<file path="src/rtl/dacw_pkg.sv">
package dacw_pkg;
  typedef enum logic [2:0] {
    ST_IDLE,
    ST_SETUP,
    ST_HIGH,
    ST_LOW,
    ST_BGAP,
    ST_GAP
  } dacw_state_e;

  function automatic int max4(input int a, input int b, input int c, input int d);
    int m;
    m = a;
    if (b > m) m = b;
    if (c > m) m = c;
    if (d > m) m = d;
    return m;
  endfunction
endpackage

</file>
<file path="src/rtl/dacw_timer.sv">
module dacw_timer #(
  parameter int W = 4
) (
  input  logic         clk,
  input  logic         rst,
  input  logic         load,
  input  logic [W-1:0] load_val,
  output logic         zero
);
  logic [W-1:0] cnt;

  always_ff @(posedge clk) begin
    if (rst)            cnt <= '0;
    else if (load)      cnt <= load_val;
    else if (cnt != '0) cnt <= cnt - 1'b1;
  end

  assign zero = (cnt == '0);
endmodule

</file>
<file path="src/rtl/dacw_shreg.sv">
module dacw_shreg #(
  parameter int W = 16
) (
  input  logic         clk,
  input  logic         rst,
  input  logic         load,
  input  logic [W-1:0] word_in,
  input  logic         shift,
  output logic         msb
);
  logic [W-1:0] word;

  always_ff @(posedge clk) begin
    if (rst)        word <= '0;
    else if (load)  word <= word_in;
    else if (shift) word <= {word[W-2:0], 1'b0};
  end

  assign msb = word[W-1];
endmodule

</file>
<file path="src/rtl/dacw_ctrl.sv">
module dacw_ctrl
  import dacw_pkg::*;
#(
  parameter int FRAME_W        = 16,
  parameter int HALF_DIV       = 2,
  parameter int SETUP_CLKS     = 1,
  parameter int GAP_CLKS       = 2,
  parameter int BURST_GAP_CLKS = 4,
  parameter int TW             = 3
) (
  input  logic          clk,
  input  logic          rst,
  input  logic          req_valid,
  input  logic          req_split,
  input  logic          abort_req,
  input  logic          tmr_zero,
  input  logic          bit_msb,
  output logic          req_ready,
  output logic          tmr_load,
  output logic [TW-1:0] tmr_val,
  output logic          sh_load,
  output logic          sh_shift,
  output logic          ser_frame_n,
  output logic          ser_clk,
  output logic          ser_data,
  output logic          done,
  output logic          done_aborted
);
  localparam int EW = $clog2(FRAME_W + 1);
  localparam logic [EW-1:0] LAST_EDGE  = EW'(FRAME_W - 1);
  localparam logic [EW-1:0] SPLIT_EDGE = EW'(FRAME_W / 2 - 1);
  localparam logic [TW-1:0] V_HALF  = TW'(HALF_DIV - 1);
  localparam logic [TW-1:0] V_SETUP = TW'(SETUP_CLKS - 1);
  localparam logic [TW-1:0] V_GAP   = TW'(GAP_CLKS - 1);
  localparam logic [TW-1:0] V_BGAP  = TW'(BURST_GAP_CLKS - 1);

  dacw_state_e   st;
  logic [EW-1:0] edges;
  logic          split_q;
  logic          in_frame, accept, abort_now, rise_now, fall_now, last_fall, split_fall;

  assign req_ready  = (st == ST_IDLE);
  assign in_frame   = (st == ST_SETUP) || (st == ST_HIGH) || (st == ST_LOW) || (st == ST_BGAP);
  assign accept     = req_ready && req_valid;
  assign abort_now  = in_frame && abort_req;
  assign rise_now   = !abort_now && tmr_zero &&
                      ((st == ST_SETUP) || (st == ST_LOW) || (st == ST_BGAP));
  assign fall_now   = !abort_now && tmr_zero && (st == ST_HIGH);
  assign last_fall  = fall_now && (edges == LAST_EDGE);
  assign split_fall = fall_now && split_q && (edges == SPLIT_EDGE);
  assign sh_load    = accept;
  assign sh_shift   = rise_now;

  always_comb begin
    tmr_load = 1'b1;
    tmr_val  = V_HALF;
    if (accept)          tmr_val = V_SETUP;
    else if (abort_now)  tmr_val = V_GAP;
    else if (rise_now)   tmr_val = V_HALF;
    else if (last_fall)  tmr_val = V_GAP;
    else if (split_fall) tmr_val = V_BGAP;
    else if (fall_now)   tmr_val = V_HALF;
    else                 tmr_load = 1'b0;
  end

  always_ff @(posedge clk) begin
    if (rst) begin
      st           <= ST_IDLE;
      edges        <= '0;
      split_q      <= 1'b0;
      ser_frame_n  <= 1'b1;
      ser_clk      <= 1'b0;
      ser_data     <= 1'b0;
      done         <= 1'b0;
      done_aborted <= 1'b0;
    end else begin
      done         <= 1'b0;
      done_aborted <= 1'b0;
      case (st)
        ST_IDLE: begin
          if (accept) begin
            st          <= ST_SETUP;
            edges       <= '0;
            split_q     <= req_split;
            ser_frame_n <= 1'b0;
            ser_data    <= 1'b0;
          end
        end
        ST_GAP: begin
          ser_clk <= 1'b0;
          if (tmr_zero) st <= ST_IDLE;
        end
        default: begin
          if (abort_now) begin
            st           <= ST_GAP;
            ser_frame_n  <= 1'b1;
            ser_data     <= 1'b0;
            done         <= 1'b1;
            done_aborted <= 1'b1;
          end else if (rise_now) begin
            st       <= ST_HIGH;
            ser_clk  <= 1'b1;
            ser_data <= bit_msb;
          end else if (fall_now) begin
            ser_clk <= 1'b0;
            edges   <= edges + 1'b1;
            if (last_fall) begin
              st          <= ST_GAP;
              ser_frame_n <= 1'b1;
              ser_data    <= 1'b0;
              done        <= 1'b1;
            end else if (split_fall) begin
              st <= ST_BGAP;
            end else begin
              st <= ST_LOW;
            end
          end
        end
      endcase
    end
  end

  assert_clk_low_at_frame_R3: assert property (@(posedge clk) disable iff (rst)
    $fell(ser_frame_n) |-> !ser_clk);

  assert_data_moves_on_rise_R3: assert property (@(posedge clk) disable iff (rst)
    (!ser_frame_n && $past(!ser_frame_n) && !$stable(ser_data)) |-> $rose(ser_clk));

  assert_edge_bound_R4: assert property (@(posedge clk) disable iff (rst)
    edges <= EW'(FRAME_W));

  assert_done_with_frame_end_R7: assert property (@(posedge clk) disable iff (rst)
    done |-> $rose(ser_frame_n));

  assert_busy_not_ready_R8: assert property (@(posedge clk) disable iff (rst)
    !ser_frame_n |-> !req_ready);

  assert_data_idle_low_R9: assert property (@(posedge clk) disable iff (rst)
    ser_frame_n |-> !ser_data);
endmodule

</file>
<file path="src/rtl/dac_wr_master.sv">
module dac_wr_master
  import dacw_pkg::*;
#(
  parameter int SYS_MHZ        = 100,
  parameter int CODE_W         = 12,
  parameter int MODE_W         = 2,
  parameter int PAD_W          = 2,
  parameter int HALF_DIV       = 2,
  parameter int SETUP_CLKS     = 1,
  parameter int GAP_CLKS       = 2,
  parameter int BURST_GAP_CLKS = 4
) (
  input  logic              clk,
  input  logic              rst,
  input  logic              req_valid,
  output logic              req_ready,
  input  logic [CODE_W-1:0] req_code,
  input  logic [MODE_W-1:0] req_mode,
  input  logic              req_split,
  input  logic              abort_req,
  output logic              ser_frame_n,
  output logic              ser_clk,
  output logic              ser_data,
  output logic              done,
  output logic              done_aborted
);
  localparam int FRAME_W = PAD_W + MODE_W + CODE_W;
  localparam int MAXC    = max4(HALF_DIV, SETUP_CLKS, GAP_CLKS, BURST_GAP_CLKS);
  localparam int TW      = (MAXC < 2) ? 1 : $clog2(MAXC);

  logic          tmr_load, tmr_zero, sh_load, sh_shift, bit_msb;
  logic [TW-1:0] tmr_val;
  logic [FRAME_W-1:0] frame_word;

  assign frame_word = {{PAD_W{1'b0}}, req_mode, req_code};

  initial begin
    assert_phase_width_R4: assert (HALF_DIV * 1000 >= 13 * SYS_MHZ)
      else $error("serial clock phase shorter than 13 ns");
    assert_clock_rate_R4: assert (SYS_MHZ <= 60 * HALF_DIV)
      else $error("serial clock above 30 MHz");
  end

  dacw_timer #(.W(TW)) u_timer (
    .clk(clk), .rst(rst), .load(tmr_load), .load_val(tmr_val), .zero(tmr_zero)
  );

  dacw_shreg #(.W(FRAME_W)) u_shreg (
    .clk(clk), .rst(rst), .load(sh_load), .word_in(frame_word),
    .shift(sh_shift), .msb(bit_msb)
  );

  dacw_ctrl #(
    .FRAME_W(FRAME_W), .HALF_DIV(HALF_DIV), .SETUP_CLKS(SETUP_CLKS),
    .GAP_CLKS(GAP_CLKS), .BURST_GAP_CLKS(BURST_GAP_CLKS), .TW(TW)
  ) u_ctrl (
    .clk(clk), .rst(rst), .req_valid(req_valid), .req_split(req_split),
    .abort_req(abort_req), .tmr_zero(tmr_zero), .bit_msb(bit_msb),
    .req_ready(req_ready), .tmr_load(tmr_load), .tmr_val(tmr_val),
    .sh_load(sh_load), .sh_shift(sh_shift), .ser_frame_n(ser_frame_n),
    .ser_clk(ser_clk), .ser_data(ser_data), .done(done), .done_aborted(done_aborted)
  );
endmodule

</file>
<file path="config.mk">
export PLATFORM = sky130hd
export DESIGN_NAME = dac_wr_master
export DESIGN_NICKNAME = d
export VERILOG_FILES = /design/src/rtl/dacw_pkg.sv /design/src/rtl/dacw_timer.sv /design/src/rtl/dacw_shreg.sv /design/src/rtl/dacw_ctrl.sv /design/src/rtl/dac_wr_master.sv
export SDC_FILE = /design/constraint.sdc
export NUM_CORES = 1
export LEC_CHECK = 0
export BUFFER_PORTS_ARGS = -buffer_cell sky130_fd_sc_hd__buf_2
export CAP_MARGIN = 10
export CORE_ASPECT_RATIO = 0.5
export CORE_MARGIN = 2
export CORE_UTILIZATION = 51
export CTS_BUF_LIST = sky130_fd_sc_hd__clkbuf_8
export DETAILED_ROUTE_END_ITERATION = 6
export PLACE_DENSITY_LB_ADDON = 0.25
export RECOVER_POWER = 100
export SYNTH_ARGS = -nofsm -noshare
export SYNTH_HDL_FRONTEND = slang
export SYNTH_SLANG_ARGS = --single-unit
</file>
<file path="constraint.sdc">
create_clock -name clk -period 2.1 [get_ports clk]
set_input_delay 0.21 -clock clk [delete_from_list [all_inputs] [get_ports clk]]
set_output_delay 0.21 -clock clk [all_outputs]
set_load 0.1 [all_outputs]
</file>
==> results_dict.tcl, run 1 <==
set metrics [dict create \
    outcome "completed" \
    netlist_top_cells_area "sky130_fd_sc_hd__dfxtp_1 (40%), sky130_fd_sc_hd__a222oi_1 (6.9%), sky130_fd_sc_hd__nor2_1 (6.3%), sky130_fd_sc_hd__a21oi_1 (3.4%), sky130_fd_sc_hd__mux2i_1 (3.1%)" \
    synthDominantCellAreaShare_pct 40.0 \
    clock_tree.root_cell "sky130_fd_sc_hd__clkbuf_8" \
    synthFlopType "sky130_fd_sc_hd__dfxtp_1" \
    syn-num-nets 203 \
    floorplan.initialDensity_pct 53.5 \
    critical-path-top-delay-family "buffers and inverters" \
    number_of_antenna_violations_at_the_first_check_in_global_routing 0 \
    placement_rows 14 \
    holdCritStartpoint "req_code[11]" \
    grt_max_degree 24 \
    ant_nets 0 \
    routed_wirelength_um 3550 \
    timing.setup.critical_path_class "flop to output port" \
    drc_errors 0 \
    postCtsSetupRepairBufs 0 \
    routed-via-count 1439 \
    hold_path_end "u_shreg.word[11]" \
    cp_data_arrival_time_ps 1750 \
    synth.top_cells.by_count "sky130_fd_sc_hd__dfxtp_1 (32), sky130_fd_sc_hd__nor2_1 (27), sky130_fd_sc_hd__nand2_1 (12)" \
    gr-total-overflow 0 \
    netlist.top_cell.by_area "sky130_fd_sc_hd__dfxtp_1" \
    drive_above_1_share_pct 17.9 \
    power_frac_seq_pct 32.4 \
    max_clock_freq_ghz 0.510 \
    synth.most_common_cell "sky130_fd_sc_hd__dfxtp_1" \
    placed_inst_area_sq_um 1770 \
    worst_r2r_dst "u_shreg.word[8]" \
    cp_data_required_time_ps 1890 \
    numPortBuffers 24 \
    areaGrowthSynthToFinish_pct 15.1 \
    worstPathMaxFanout 15 \
    dieArea_sq_um 3630 \
    min_period_ps 1960 \
    total_power_mw 2.75 \
    power_leakage_nw 0.727 \
    antennaDiodeCount 0 \
    via_per_inst 5.83 \
    gpl.final_weighted_congestion 0.863 \
    dpl.hpwl_um 2430 \
    ratio_of_final_minimum_period_to_clock_period_pct 93.4 \
    min_path_cells 3 \
    net-switching-power_mw 1.21 \
    ff2ff_setup_slack_ps 210 \
    worst_setup_hold_path_clk_slew_ps 70 \
    number_of_nets_at_the_end_of_the_flow 228 \
    cts_tree "yes" \
    yosysWarningCount 0 \
    post_synthesis_sequential_element_count 32 \
    cell_internal_pwr_mw 1.54 \
    floorplan.die.height_um 43.6 \
    hold_slack_ps 159 \
    r2r.worst_path.cells 7 \
    cts.sinks 32 \
    clock_power_share_pct 20.7 \
    crit_chain "buf_4, nor3_1, buf_2" \
    critPathCaptureType "output port" \
    max_cap_viols 0 \
    clk_path_buf_depth 2 \
    crit_path_start_kind "flop" \
    htree_num_levels 2 \
    initialDrtViolationCount 177 \
    ir_drop_uv 738 \
    grt_first_pass_wirelength_um 5830 \
    cp_num_cells 3 \
    core_area_sq_um 3000 \
    finClkSkew_ps 7.62 \
    timing.rr.start "u_timer.cnt[0]" \
    timing_hold_violations_final 0 \
    cp_peak_stage_delay_ps 490 \
    insertion_delay_ps 280 \
    post_synthesis_cells 181 \
    design_area_sq_um 1840 \
    finalSetupViolCount 0 \
    hp-class "input port to flop" \
    gr-usage-all-layers_pct 20.9 \
    sw_frac_of_total_pct 44.0 \
    combinationalPowerShare_pct 46.9 \
    drtPass1Iterations 4 \
    worst_path_max_delay_cell "sky130_fd_sc_hd__buf_2" \
    pwr_density_cell_nw_per_um2 1490 \
    syn_area_per_cell_sq_um 8.86 \
    clock_buffers_created_by_tritoncts 5 \
    number_of_global_route_vias_before_repair 1322 \
    postSynth.asyncResetShare_pct 0 \
    timing.max_slew.rel_slack_pct 22.4 \
    register_area_share_after_synthesis_pct 40.0 \
    post_synth_instance_area_sq_um 1600 \
    max_slew.worst_pin.slew_ps 1170 \
    synth_edf_count 0 \
    drt-wirelength-per-cell_um 14.4 \
    post_synth_num_cell_types 46 \
    final-max-slew-violation-count 0 \
    io-pin-count 25 \
    cp.buffers_inverters 2 \
    dieWidth_um 83.3 \
]
[power by group through the flow]
stage,Clock [mW],Combinational (mW),Sequential (mW)
after CTS,0.582,1.35,0.890
after detailed placement,0,1.35,0.902
after global placement,0,1.34,0.899
final,0.570,1.29,0.890
after floorplan,0,1.02,0.974
after global routing,0.605,1.40,0.908
[how the worst max path moves through the flow]
stage,from,end
2_1_floorplan,u_ctrl.st[2],u_timer.cnt[0]
3_5_place_dp,u_timer.cnt[0],u_shreg.word[6]
6_report,u_ctrl.st[2],req_ready
5_1_grt,u_timer.cnt[0],u_shreg.word[13]
4_1_cts,u_timer.cnt[0],u_shreg.word[8]
3_3_place_gp,u_timer.cnt[0],u_shreg.word[5]
[cell families (layout without fill, tap and decap cells)]
group / after synthesis / in the layout / synth area share (%)
AO/OA/AOI/OAI: 48 / 48 / 23.3
XOR/XNOR: 5 / 5 / 2.73
adder cells (fa/ha/maj): 3 / 3 / 2.34
buffers and inverters: 19 / 45 / 6.17
flip-flops: 32 / 32 / 40.0
multiplexers: 5 / 5 / 3.12
AND/OR/NAND/NOR: 69 / 69 / 22.3
[layer usage]
layer	up-vias	global-route usage, %	wire [um]
li1	719	-	-
met4	0	9.51	51
met5	-	0	0
met2	62	33.5	1490
met1	653	25.8	1700
met3	5	7.81	305
[cells in the final DEF (no fill, tap or decap), types with 3 or more instances in the layout]
cell	instances
sky130_fd_sc_hd__dfxtp_1	32
sky130_fd_sc_hd__nor2_1	27
sky130_fd_sc_hd__buf_2	19
sky130_fd_sc_hd__nand2_1	12
sky130_fd_sc_hd__a21oi_1	12
sky130_fd_sc_hd__a222oi_1	11
sky130_fd_sc_hd__inv_1	7
sky130_fd_sc_hd__nand2b_1	6
sky130_fd_sc_hd__o21ai_0	6
sky130_fd_sc_hd__clkbuf_1	6
sky130_fd_sc_hd__nor3_1	5
sky130_fd_sc_hd__mux2i_1	5
sky130_fd_sc_hd__clkbuf_8	5
sky130_fd_sc_hd__buf_4	4
sky130_fd_sc_hd__and3_1	3
sky130_fd_sc_hd__a211oi_1	3
sky130_fd_sc_hd__nand3b_1	3
sky130_fd_sc_hd__xor2_1	3
sky130_fd_sc_hd__ha_1	3
[stage by stage]
| step | worst slack (ps) | instances | setup TNS, ps | util [%] |
|---|---|---|---|---|
| 2_1_floorplan | 101 | 181 | 0 | - |
| 3_3_place_gp | 257 | 239 | 0 | 59.2 |
| 3_5_place_dp | 211 | 239 | 0 | 59.2 |
| 4_1_cts | 199 | 247 | 0 | 62.8 |
| 5_1_grt | -0.162 | 247 | -0.162 | 61.6 |
| 6_report | 138 | 247 | 0 | 61.6 |
[final cells by class]
| class | instances | area, sq um |
|---|---|---|
| clock inverter | 3 | 38.8 |
| clock buffer | 5 | 68.8 |
| sequential | 32 | 641 |
| fill | 278 | 1150 |
| multi-input combinational | 130 | 851 |
| inverter | 6 | 22.5 |
| tap | 40 | 50.0 |
| timing repair buffer | 31 | 173 |
[timing repair]
item / in CTS / in global routing
hold buffers: 0 / 0
endpoints found under the setup margin: 0 / 11
gates resized for setup: 0 / 1
[tightest hold or removal path, cell delays in order]
cell,delay (ps)
sky130_fd_sc_hd__buf_2,80
sky130_fd_sc_hd__a222oi_1,50
sky130_fd_sc_hd__nor2_1,70
[flip-flops by register name, indices dropped and copies added (netlist names)]
name and flops:
u_ctrl.done 1, u_ctrl.ser_data 1, u_ctrl.st 3, u_timer.cnt 2, u_ctrl.edges 5, u_ctrl.split_q 1
u_ctrl.ser_frame_n 1, u_ctrl.done_aborted 1, u_shreg.word 16, u_ctrl.ser_clk 1
Note: power is estimated with default switching activity, not from simulation.
==> run 2, diff against run 1 <==
--- a/config.mk
+++ b/config.mk
@@ -12,6 +12,7 @@
 export CORE_UTILIZATION = 51
 export CTS_BUF_LIST = sky130_fd_sc_hd__clkbuf_8
 export DETAILED_ROUTE_END_ITERATION = 6
+export MAX_ROUTING_LAYER = met4
 export PLACE_DENSITY_LB_ADDON = 0.25
 export RECOVER_POWER = 100
 export SYNTH_ARGS = -nofsm -noshare
==> results_dict.tcl, run 2 (synthesized netlist as in run 1, its figures left out) <==
set metrics [dict create \
    outcome "completed" \
    utilization_pct 61.6 \
    drc_errors 0 \
    crit_chain "buf_4, nor3_1, buf_2" \
    gr-total-overflow 0 \
    placedCellCount 239 \
    pwr_density_cell_nw_per_um2 1490 \
    top_reg_by_flops "u_shreg.word" \
    clock_buffers_created_by_tritoncts 5 \
    drtPass1Iterations 6 \
    power_frac_seq_pct 32.4 \
    filler_cell_count 278 \
    mostFrequentLayoutCell "sky130_fd_sc_hd__dfxtp_1" \
    cts.sinks 32 \
    insertion_delay_ps 280 \
    max_clock_freq_ghz 0.511 \
    min_period_ps 1960 \
    finClkSkew_ps 7.62 \
    critPathCaptureType "output port" \
    worstPathMaxFanout 15 \
    cp.buffers_inverters 2 \
    dieWidth_um 83.3 \
    floorplan.initialDensity_pct 53.5 \
    clock_power_share_pct 20.7 \
    timing.max_slew.rel_slack_pct 22.4 \
    cp_data_required_time_ps 1890 \
    final-max-slew-violation-count 0 \
    ratio_of_final_minimum_period_to_clock_period_pct 93.3 \
    drt-wirelength-per-cell_um 14.3 \
    holdCritStartpoint "req_code[11]" \
    worst_setup_hold_path_clk_slew_ps 60 \
    drive_above_1_share_pct 17.9 \
    floorplan.die.height_um 43.6 \
    dpl.hpwl_um 2430 \
    number_of_global_route_vias_before_repair 1323 \
    combinationalPowerShare_pct 46.9 \
    ir_drop_uv 741 \
    design_area_sq_um 1840 \
    crit_path_start_kind "flop" \
    antennaDiodeCount 0 \
    power_leakage_nw 0.727 \
    cp_data_arrival_time_ps 1750 \
    instances_no_fill 247 \
    largestRegisters "u_shreg.word x16, u_ctrl.edges x5, u_ctrl.st x3" \
    placed_inst_area_sq_um 1770 \
    gpl.final_weighted_congestion 0.877 \
    largest_register_ff_count 16 \
    cts_tree "yes" \
    dieArea_sq_um 3630 \
    timing.setup.critical_path_class "flop to output port" \
    initialDrtViolationCount 177 \
    max_slew.worst_pin.slew_ps 1170 \
    net-switching-power_mw 1.21 \
    clock_tree.root_cell "sky130_fd_sc_hd__clkbuf_8" \
    timing_hold_violations_final 0 \
    io-pin-count 25 \
    layout.cells.most_common_list "sky130_fd_sc_hd__dfxtp_1 (32), sky130_fd_sc_hd__nor2_1 (27), sky130_fd_sc_hd__buf_2 (19)" \
    areaGrowthSynthToFinish_pct 15.1 \
    cell_internal_pwr_mw 1.54 \
    clk_path_buf_depth 2 \
    core_area_sq_um 3000 \
    placement_rows 14 \
    total_power_mw 2.75 \
    grt_max_degree 24 \
    finalSetupViolCount 0 \
    critical-path-top-delay-family "buffers and inverters" \
    number_of_nets_at_the_end_of_the_flow 228 \
    timing.rr.start "u_timer.cnt[0]" \
    sw_frac_of_total_pct 44.0 \
    hp-class "input port to flop" \
    gr-usage-all-layers_pct 21.6 \
    routed-via-count 1451 \
    cp_peak_stage_delay_ps 490 \
    timing.critical_path.from "u_ctrl.st[2]" \
    worst_path_max_delay_cell "sky130_fd_sc_hd__buf_2" \
    grt_first_pass_wirelength_um 5830 \
    routed_wirelength_um 3540 \
    numPortBuffers 24 \
    number_of_antenna_violations_at_the_first_check_in_global_routing 0 \
    via_per_inst 5.87 \
    ant_nets 0 \
    htree_num_levels 2 \
    max_cap_viols 0 \
]
[run 2: path summary, 6_finish.rpt]
check / endpoint / slack, ps / depth (start not counted)
setup / recovery: req_ready / 140 / 3
setup reg to reg: u_shreg.word[4] / 200 / 7
hold reg to reg: u_ctrl.split_q / 460 / 2
hold / removal: u_shreg.word[11] / 160 / 3
[run 2: layout make-up]
type / instances / area [sq um] / area share, %
sequential: 32 / 641 / 34.7
clock inverter: 3 / 38.8 / 2.10
tap: 40 / 50.0 / 2.71
timing repair buffer: 31 / 173 / 9.36
inverter: 6 / 22.5 / 1.22
clock buffer: 5 / 68.8 / 3.73
multi-input combinational: 130 / 851 / 46.1
[run 2: tightest hold or removal path: cells and delay by family]
family	cells	cell delay (ps)
buf+inv	1	80
simple gates	1	70
compound gates	1	50
[run 2: stage by stage]
stage | setup slack (ps) | hold slack [ps] | TNS (ps)
after CTS | 199 | 146 | 0
after global placement | 257 | 444 | 0
after floorplan | 101 | 283 | 0
after global routing | -0.162 | 173 | -0.162
after detailed placement | 211 | 450 | 0
final | 141 | 161 | 0
[run 2: power by group through the flow]
stage	registers (mW)	clock network [mW]	logic, mW
3_5_place_dp	0.902	0	1.35
6_report	0.890	0.570	1.29
2_1_floorplan	0.974	0	1.02
4_1_cts	0.890	0.582	1.35
3_3_place_gp	0.899	0	1.34
5_1_grt	0.908	0.605	1.40
[run 2: repair_timing]
action,4_1_cts,5_1_grt
hold buffers,0,0
gates resized for setup,0,1
setup endpoints to repair,0,11
setup buffers,0,0
[run 2: metal layers]
layer / GRT usage [%] / share of wire [%] / routed length (um) / vias to the layer above
met5: - / 0 / 0 / -
met4: 9.51 / 1.3 / 46 / 0
met3: 7.62 / 8.5 / 302 / 5
met2: 33.5 / 42 / 1480 / 72
met1: 25.9 / 48 / 1710 / 655
li1: - / - / - / 719
==> run 3, diff against run 2 <==
--- a/config.mk
+++ b/config.mk
@@ -15,6 +15,8 @@
 export MAX_ROUTING_LAYER = met4
 export PLACE_DENSITY_LB_ADDON = 0.25
 export RECOVER_POWER = 100
+export REMOVE_ABC_BUFFERS = 1
 export SYNTH_ARGS = -nofsm -noshare
 export SYNTH_HDL_FRONTEND = slang
 export SYNTH_SLANG_ARGS = --single-unit
+export TNS_END_PERCENT = 5
==> results_dict.tcl, run 3 (synthesized netlist as in run 1, its figures left out) <==
set metrics [dict create \
    ratio_of_final_minimum_period_to_clock_period_pct 93.8 \
    min_period_ps 1970 \
    dieArea_sq_um 3630 \
    gr-total-overflow 0 \
    cp_data_arrival_time_ps 1760 \
    largest_register_ff_count 16 \
    dpl.hpwl_um 2480 \
    cts_hold_repair.buffers 0 \
    layout.cells.most_common_list "sky130_fd_sc_hd__dfxtp_1 (32), sky130_fd_sc_hd__nor2_1 (27), sky130_fd_sc_hd__buf_2 (19)" \
    postCtsSetupRepairBufs 0 \
    insertion_delay_ps 290 \
    placement_rows 14 \
    dieWidth_um 83.3 \
    instances_no_fill 248 \
    max_slew.worst_pin.slew_ps 1180 \
    ant_nets 0 \
    max_cap_viols 0 \
    core_area_sq_um 3000 \
    number_of_global_route_vias_before_repair 1386 \
    max_clock_freq_ghz 0.507 \
    drtPass1Iterations 7 \
    crit_path_start_kind "flop" \
    clock_tree.root_cell "sky130_fd_sc_hd__clkbuf_8" \
    routed_wirelength_um 3780 \
    antennaDiodeCount 0 \
    grt_first_pass_wirelength_um 6290 \
    placedCellCount 240 \
    floorplan.initialDensity_pct 53.5 \
    final_critical_path_setup_slack_ps 129 \
    grt_max_degree 23 \
    floorplan.die.height_um 43.6 \
    ir_drop_uv 668 \
    via_per_inst 6.02 \
    numPortBuffers 24 \
    cts.sinks 32 \
    grt_setup_unrepaired "false" \
    worst_setup_hold_path_clk_slew_ps 70 \
    cp_data_required_time_ps 1890 \
    number_of_nets_at_the_end_of_the_flow 229 \
    utilization_pct 61.3 \
    worstPathMaxFanout 12 \
    number_of_antenna_violations_at_the_first_check_in_global_routing 0 \
    initialDrtViolationCount 160 \
    timing_hold_violations_final 0 \
    critPathCaptureType "output port" \
    top_reg_by_flops "u_shreg.word" \
    routed-via-count 1493 \
    finalSetupViolCount 0 \
    largestRegisters "u_shreg.word x16, u_ctrl.edges x5, u_ctrl.st x3" \
    final-max-slew-violation-count 0 \
    power_leakage_nw 0.724 \
    gr-usage-all-layers_pct 23.1 \
    pwr_density_cell_nw_per_um2 1520 \
    io-pin-count 25 \
    clk_path_buf_depth 2 \
    drive_above_1_share_pct 18.3 \
    cts_resized 0 \
    drt-wirelength-per-cell_um 15.2 \
    htree_num_levels 2 \
    cts_tree "yes" \
    areaGrowthSynthToFinish_pct 14.5 \
    gpl.final_weighted_congestion 0.794 \
    clock_buffers_created_by_tritoncts 5 \
    timing.setup.critical_path_class "flop to output port" \
    outcome "completed" \
    hp-class "input port to flop" \
    timing.max_slew.rel_slack_pct 21.9 \
    drc_errors 0 \
    place_worst_setup_slack_ps 224 \
    finClkSkew_ps 3.84 \
    mostFrequentLayoutCell "sky130_fd_sc_hd__dfxtp_1" \
]
[run 3: changes by cell type in the layout (fill, tap and decap cells not counted)]
cell,previous run,this run
sky130_fd_sc_hd__a2111oi_0,1,0
sky130_fd_sc_hd__a2111oi_2,0,1
sky130_fd_sc_hd__a211oi_1,3,4
sky130_fd_sc_hd__a211oi_2,1,0
sky130_fd_sc_hd__buf_12,1,0
sky130_fd_sc_hd__buf_4,4,7
sky130_fd_sc_hd__clkbuf_1,6,5
sky130_fd_sc_hd__clkinvlp_4,0,1
sky130_fd_sc_hd__inv_1,7,6
sky130_fd_sc_hd__nor4b_1,0,1
sky130_fd_sc_hd__nor4b_2,1,0
sky130_fd_sc_hd__nor4bb_1,0,1
sky130_fd_sc_hd__nor4bb_2,1,0
[run 3: path summary, 6_finish.rpt]
check | from | endpoint | slack [ps] | depth (start not counted)
hold / removal | req_code[8] | u_shreg.word[8] | 150 | 3
hold reg to reg | u_ctrl.split_q | u_ctrl.split_q | 460 | 2
setup reg to reg | u_timer.cnt[0] | u_shreg.word[4] | 190 | 7
setup / recovery | u_ctrl.st[2] | req_ready | 130 | 3
[run 3: critical path, cell delays in order (launching register included)]
cell                      delay (ps)
sky130_fd_sc_hd__dfxtp_1         430
sky130_fd_sc_hd__buf_4           230
sky130_fd_sc_hd__nor3_1          300
sky130_fd_sc_hd__buf_2           500
[run 3: power by group]
part	internal [mW]	leakage [nW]	switching, mW
combinational	0.437	0.408	0.840
clock	0.351	0.0541	0.250
sequential	0.747	0.262	0.160
[run 3: metrics by stage]
stage / instance area [sq um] / power [mW] / hold slack (ps) / setup TNS, ps
after floorplan: 1530 / 1.83 / 275 / -17360
after global placement: 1760 / 2.18 / 443 / 0
after detailed placement: 1760 / 2.20 / 450 / 0
after CTS: 1870 / 2.81 / 151 / 0
after global routing: 1840 / 2.94 / 172 / 0
final: 1840 / 2.78 / 152 / 0
[run 3: final cells by class]
| cell class | count | area, sq um |
|---|---|---|
| Clock buffer | 5 | 68.8 |
| Inverter | 6 | 22.5 |
| Timing Repair Buffer | 32 | 171 |
| Clock inverter | 3 | 42.5 |
| Sequential cell | 32 | 641 |
| Tap cell | 40 | 50.0 |
| Fill cell | 277 | 1160 |
| Multi-Input combinational cell | 130 | 840 |
[run 3: routing by layer]
metal	global-route usage, %	vias up	share of wire, %
li1	-	727	-
met1	28.7	688	48
met2	36.5	66	44
met3	6.29	12	6.8
met4	9.18	0	1.7
met5	-	-	0
